<file path="src/rtl/outprot_pkg.sv">
package outprot_pkg;
  // Strobes from control to the timer datapath
  typedef struct packed {
    logic ocRun;
    logic protRun;
    logic protClr;
    logic ovRun;
  } tmrCtrl_t;

  // Terminal-count flags from datapath back to control
  typedef struct packed {
    logic ocDone;
    logic protDone;
    logic ovDone;
  } tmrStat_t;
endpackage

</file>
<file path="src/rtl/outprot_timer.sv">
module outprot_timer #(
  parameter int LIMIT = 16
) (
  input  logic clk,
  input  logic rst,
  input  logic run,
  input  logic clr,
  output logic atLimit
);
  localparam int CW = $clog2(LIMIT + 1);
  localparam logic [CW-1:0] LIM = CW'(LIMIT);

  logic [CW-1:0] cnt;

  always_ff @(posedge clk) begin
    if (rst || clr) cnt <= '0;
    else if (run && cnt != LIM) cnt <= cnt + 1'b1;
  end

  assign atLimit = (cnt == LIM);


  sat_hold_chk: assert property (@(posedge clk) disable iff (rst)
    (atLimit && run && !clr) |=> atLimit);
endmodule

</file>
<file path="src/rtl/outprot_datapath.sv">
module outprot_datapath
  import outprot_pkg::*;
#(
  parameter int OC_TICKS   = 32,
  parameter int PROT_TICKS = 16000,
  parameter int OV_TICKS   = 800
) (
  input  logic     clk,
  input  logic     rst,
  input  tmrCtrl_t ctrl,
  output tmrStat_t stat
);
  // Overcurrent deglitch: restarts whenever the qualifier drops
  outprot_timer #(.LIMIT(OC_TICKS)) ocTmr_i (
    .clk(clk), .rst(rst), .run(ctrl.ocRun), .clr(!ctrl.ocRun),
    .atLimit(stat.ocDone));

  // Protect window: last cycle flagged at PROT_TICKS-1
  outprot_timer #(.LIMIT(PROT_TICKS - 1)) protTmr_i (
    .clk(clk), .rst(rst), .run(ctrl.protRun), .clr(ctrl.protClr),
    .atLimit(stat.protDone));

  // Overvoltage filter
  outprot_timer #(.LIMIT(OV_TICKS)) ovTmr_i (
    .clk(clk), .rst(rst), .run(ctrl.ovRun), .clr(!ctrl.ovRun),
    .atLimit(stat.ovDone));
endmodule

</file>
<file path="src/rtl/outprot_control.sv">
module outprot_control
  import outprot_pkg::*;
#(
  parameter bit OVSTAT_FORCE_LOW = 1'b1
) (
  input  logic     clk,
  input  logic     rst,
  input  logic     hsOverCur,
  input  logic     severeOverCur,
  input  logic     supplyOverThr,
  input  logic     supplyUnderHyst,
  input  logic     hsSwitchOn,
  input  logic     inputModeEn,
  input  logic     logicSupplyOk,
  input  tmrStat_t stat,
  output tmrCtrl_t ctrl,
  output logic     ocDrvLow,
  output logic     protectSlow,
  output logic     switchLockout,
  output logic     ovStatDrvLow
);
  logic ocQual;

  assign ocQual = hsOverCur && hsSwitchOn && !inputModeEn;

  always_comb begin
    ctrl.ocRun   = ocQual;
    ctrl.ovRun   = supplyOverThr;
    ctrl.protRun = protectSlow;
    ctrl.protClr = !protectSlow || stat.protDone;
  end

  always_ff @(posedge clk) begin
    if (rst) begin
      ocDrvLow      <= 1'b0;
      protectSlow   <= 1'b0;
      switchLockout <= 1'b0;
      ovStatDrvLow  <= 1'b0;
    end else begin
      ocDrvLow <= ocQual && stat.ocDone;
      if (!protectSlow || stat.protDone) protectSlow <= severeOverCur;
      if (supplyUnderHyst) switchLockout <= 1'b0;
      else if (supplyOverThr && stat.ovDone) switchLockout <= 1'b1;
      ovStatDrvLow <= logicSupplyOk ? supplyOverThr : OVSTAT_FORCE_LOW;
    end
  end


  oc_rise_qual_chk: assert property (@(posedge clk) disable iff (rst)
    $rose(ocDrvLow) |-> $past(hsOverCur && hsSwitchOn));

  oc_release_chk: assert property (@(posedge clk) disable iff (rst)
    (!hsOverCur || !hsSwitchOn) |=> !ocDrvLow);

  oc_dimode_chk: assert property (@(posedge clk) disable iff (rst)
    inputModeEn |=> !ocDrvLow);

  prot_rise_chk: assert property (@(posedge clk) disable iff (rst)
    $rose(protectSlow) |-> $past(severeOverCur));

  prot_fall_chk: assert property (@(posedge clk) disable iff (rst)
    $fell(protectSlow) |-> !$past(severeOverCur));

  lock_rise_chk: assert property (@(posedge clk) disable iff (rst)
    $rose(switchLockout) |-> $past(supplyOverThr));

  lock_fall_chk: assert property (@(posedge clk) disable iff (rst)
    $fell(switchLockout) |-> $past(supplyUnderHyst));

  ovstat_follow_chk: assert property (@(posedge clk) disable iff (rst)
    logicSupplyOk |=> (ovStatDrvLow == $past(supplyOverThr)));

  ovstat_nologic_chk: assert property (@(posedge clk) disable iff (rst)
    !logicSupplyOk |=> (ovStatDrvLow == OVSTAT_FORCE_LOW));
endmodule

</file>
<file path="src/rtl/outprot_supervisor.sv">
module outprot_supervisor
  import outprot_pkg::*;
#(
  parameter int TICKS_PER_US     = 4,
  parameter int OC_DEGLITCH_US   = 8,
  parameter int PROTECT_US       = 4000,
  parameter int OV_FILTER_US     = 200,
  parameter bit OVSTAT_FORCE_LOW = 1'b1
) (
  input  logic clk,
  input  logic rst,
  input  logic hsOverCur,
  input  logic severeOverCur,
  input  logic supplyOverThr,
  input  logic supplyUnderHyst,
  input  logic hsSwitchOn,
  input  logic inputModeEn,
  input  logic logicSupplyOk,
  output logic ocDrvLow,
  output logic protectSlow,
  output logic switchLockout,
  output logic ovStatDrvLow
);
  localparam int OC_TICKS   = OC_DEGLITCH_US * TICKS_PER_US;
  localparam int PROT_TICKS = PROTECT_US * TICKS_PER_US;
  localparam int OV_TICKS   = OV_FILTER_US * TICKS_PER_US;

  tmrCtrl_t ctrl;
  tmrStat_t stat;

  outprot_control #(.OVSTAT_FORCE_LOW(OVSTAT_FORCE_LOW)) ctrl_i (
    .clk(clk), .rst(rst),
    .hsOverCur(hsOverCur), .severeOverCur(severeOverCur),
    .supplyOverThr(supplyOverThr), .supplyUnderHyst(supplyUnderHyst),
    .hsSwitchOn(hsSwitchOn), .inputModeEn(inputModeEn),
    .logicSupplyOk(logicSupplyOk), .stat(stat), .ctrl(ctrl),
    .ocDrvLow(ocDrvLow), .protectSlow(protectSlow),
    .switchLockout(switchLockout), .ovStatDrvLow(ovStatDrvLow));

  outprot_datapath #(
    .OC_TICKS(OC_TICKS), .PROT_TICKS(PROT_TICKS), .OV_TICKS(OV_TICKS)
  ) dp_i (
    .clk(clk), .rst(rst), .ctrl(ctrl), .stat(stat));
endmodule

</file>
<file path="config.mk">
export PLATFORM = sky130hd
export DESIGN_NAME = outprot_supervisor
export DESIGN_NICKNAME = d
export VERILOG_FILES = /design/src/rtl/outprot_pkg.sv /design/src/rtl/outprot_timer.sv /design/src/rtl/outprot_datapath.sv /design/src/rtl/outprot_control.sv /design/src/rtl/outprot_supervisor.sv
export SDC_FILE = /design/constraint.sdc
export NUM_CORES = 1
export LEC_CHECK = 0
export ABC_AREA = 1
export BUFFER_PORTS_ARGS = -buffer_cell sky130_fd_sc_hd__buf_2
export CAP_MARGIN = 20
export CORE_UTILIZATION = 62
export DETAILED_ROUTE_END_ITERATION = 16
export HOLD_SLACK_MARGIN = 0.06
export PLACE_DENSITY = 0.84
export SETUP_SLACK_MARGIN = 0.3
export SYNTH_ARGS = -nofsm -noshare
export SYNTH_HDL_FRONTEND = slang
export SYNTH_SLANG_ARGS = --single-unit
</file>
<file path="constraint.sdc">
create_clock -name clk -period 3.6 [get_ports clk]
set_input_delay 0.36 -clock clk [delete_from_list [all_inputs] [get_ports clk]]
set_output_delay 0.36 -clock clk [all_outputs]
set_load 0.01 [all_outputs]
</file>
==> results.yml <==
outcome:
  status: "complete, but fails checks"
  violations: "design-rule violations"
timing:
  hold_viol: 0
  max_slew_margin: 0.797
  whs_ns: 0.178
  period_needed_ns: 1.43
  setup_viol: 0
  setup_tns_ns: 0
  min_period_over_period: 0.398
  skew_ns: 0.00925
  slew_violations: 0
  rsz0062_at_grt: "no"
  fmax_ghz: 0.699
  worst_pin_slew_ns: 0.304
placement:
  postPlaceCellArea_mm2: 0.00193
  dp_hpwl_mm: 2.59
  place_congestion: 0.885
  dp.cells: 313
  io_buffers: 12
cts:
  cts_buffers: 5
  cts-resized-gates: 0
  path_clk_slew_ns: 0.10
  cts_tree: "built"
  clock_latency_ns: 0.33
  cts.sinks: 34
  cts_hold_buf: 0
  post_cts_buffers: 0
  h-tree-depth: 2
  clockBufferDepth: 2
  cts_root_buffer: "clkbuf_4"
floorplanning:
  fp.dieW_um: 56.7
  die_h_um: 56.7
  rows: 19
  coreArea_mm2: 0.00281
  io_pins: 13
  dieArea_mm2: 0.00322
  initial_core_util: 0.661
worst_setup_path:
  path_max_fanout: 4
  cp_cell_sequence: "ha_1, nand2_1, nor2_1, nand2_1, xor2_1, nand2_1, a21oi_1"
  worstSetupStartpointType: "flop"
  critPathMostFrequentCell: "nand2_1"
  rrSetupSlack_ns: 2.17
  worstPathRequired_ns: 3.86
  cpLargestDelayFamily: "simple AND/OR/NAND/NOR gates"
  cp-end-kind: "flop"
  critPathSlowestCell: "dfxtp_1"
  worst-path-buf-inv: 0
  max_stage_delay_ns: 0.38
  arrival_ns: 1.69
  path_class: "reg -> reg"
global_routing:
  grt_busiest_layer: "met2"
  grt_pass1_vias: 1506
  antenna_found_initial: 0
  use_met1: 0.272
  grtUsageMet2: 0.415
  grt_pass1_wl_mm: 5.97
  grt_max_degree: 17
  grtUsageMet3: 0.0507
  grt.total_usage: 0.236
  overflow: 0
final_layout:
  drive_gt1_frac: 0.145
  diodes: 0
  final_common_cell: "nand2_1"
  fillers: 237
  stdcell_count: 320
  nNetsFinal: 303
  final_cell_mix: "nand2_1, nor2_1, dfxtp_1, inv_1, nand3_1"
  design_area_mm2: 0.00201
  post-route-util: 0.717
  area_delta_synth_final_pct: 8.43
yosys:
  seq_area_frac_synth: 0.367
  ys_ff_latch: 34
  syn-mean-instance-area_um2: 6.80
  synth_warnings: 0
  synth_area_mm2: 0.00186
  synth_area_leaders: "dfxtp_1, nand2_1, nor2_1"
  ys_types: 26
  synth_top_cell_by_area: "dfxtp_1"
  yosysTopAreaCellShare: 0.367
  syn_nets: 287
  synth_cells: 273
route:
  vias: 1696
  finalWirelength_mm: 3.46
  first_iter_violations: 82
  detail_route.vias_per_cell: 5.30
  wire_per_inst_um: 10.8
  dr.pass1.iters: 10
  drc: 2
  ant_nets: 0
power_and_ir_drop:
  p_per_area_mw_per_mm2: 348
  vdd_drop_max_mv: 0.309
  leakage_nw: 0.755
worst_hold_path:
  hold_class: "in -> reg"
flow_run:
  cap_violations: 0
## flip-flops by register name, indices dropped and copies added (netlist names)
register	count
ctrl_i.ocDrvLow	1
ctrl_i.ovStatDrvLow	1
ctrl_i.protectSlow	1
ctrl_i.switchLockout	1
dp_i.ocTmr_i.cnt	6
dp_i.ovTmr_i.cnt	10
dp_i.protTmr_i.cnt	14
## report_power, final
| group | leakage (nW) | switching [W] | internal (W) | total, W |
|---|---|---|---|---|
| registers | 0.275 | 0.00000445 | 0.000381 | 0.000385 |
| logic | 0.436 | 0.0000221 | 0.0000110 | 0.0000330 |
| clock network | 0.0443 | 0.000121 | 0.000162 | 0.000282 |
| total | 0.755 | 0.000147 | 0.000553 | 0.000701 |
## cell families (layout without fill, tap and decap cells)
group | Yosys count | after routing | synth area share
flip-flops | 34 | 34 | 0.367
XOR/XNOR | 9 | 9 | 0.0425
AND/OR/NAND/NOR | 161 | 161 | 0.404
AO/OA/AOI/OAI | 23 | 23 | 0.0634
adder cells (fa/ha/maj) | 5 | 5 | 0.0337
buffers and inverters | 41 | 57 | 0.0897
## final cells by class
class                   count  area, um2  share of cell area
clock buffers               6       51.3              0.0255
clock inverters             1       30.0              0.0149
inverters                  38        143              0.0709
multi-input cells         198       1010               0.501
flip-flops and latches     34        681               0.338
well taps                  31       38.8              0.0193
repair buffers             12       60.1              0.0299
## worst register-to-register path: stages, from the launching register on
cell and delay [ns]:
dfxtp_1 0.38, ha_1 0.22, nand2_1 0.08, nor2_1 0.24, nand2_1 0.11, xor2_1 0.14, nand2_1 0.07, a21oi_1 0.13
## final timing paths
path / cells past startpoint / end / startpoint
max: 7 / dp_i.protTmr_i.cnt[8]$_SDFFE_PP0P_ / dp_i.protTmr_i.cnt[0]$_SDFFE_PP0P_
min: 2 / ctrl_i.switchLockout$_SDFFE_PP0P_ / supplyUnderHyst
max reg2reg: 7 / dp_i.protTmr_i.cnt[8]$_SDFFE_PP0P_ / dp_i.protTmr_i.cnt[0]$_SDFFE_PP0P_
min reg2reg: 2 / ctrl_i.switchLockout$_SDFFE_PP0P_ / ctrl_i.switchLockout$_SDFFE_PP0P_
## synth_stat cells (all sizes together)
library cell   n
xor2           7
inv           38
nand2         73
or2            1
nor3           3
a21oi         18
ha             5
o21a           1
dfxtp         34
nor3b          1
buf            3
xnor2          2
o21ai          4
nand3         22
nand4         11
nor2          50
## per-stage QoR
step,worst slack (ns),total power (W)
after global routing,2.00,0.000729
final,2.17,0.000701
after floorplan,2.34,0.000414
after CTS,2.17,0.000706
after global placement,2.22,0.000426
after detailed placement,2.20,0.000427
## routing by layer
layer  vias up  part of all wire
met1       760              0.45
met4         0             0.019
met5         -                 0
met2        31              0.49
li1        896                 -
met3         9             0.040
Note: power is estimated with default switching activity, not from simulation.
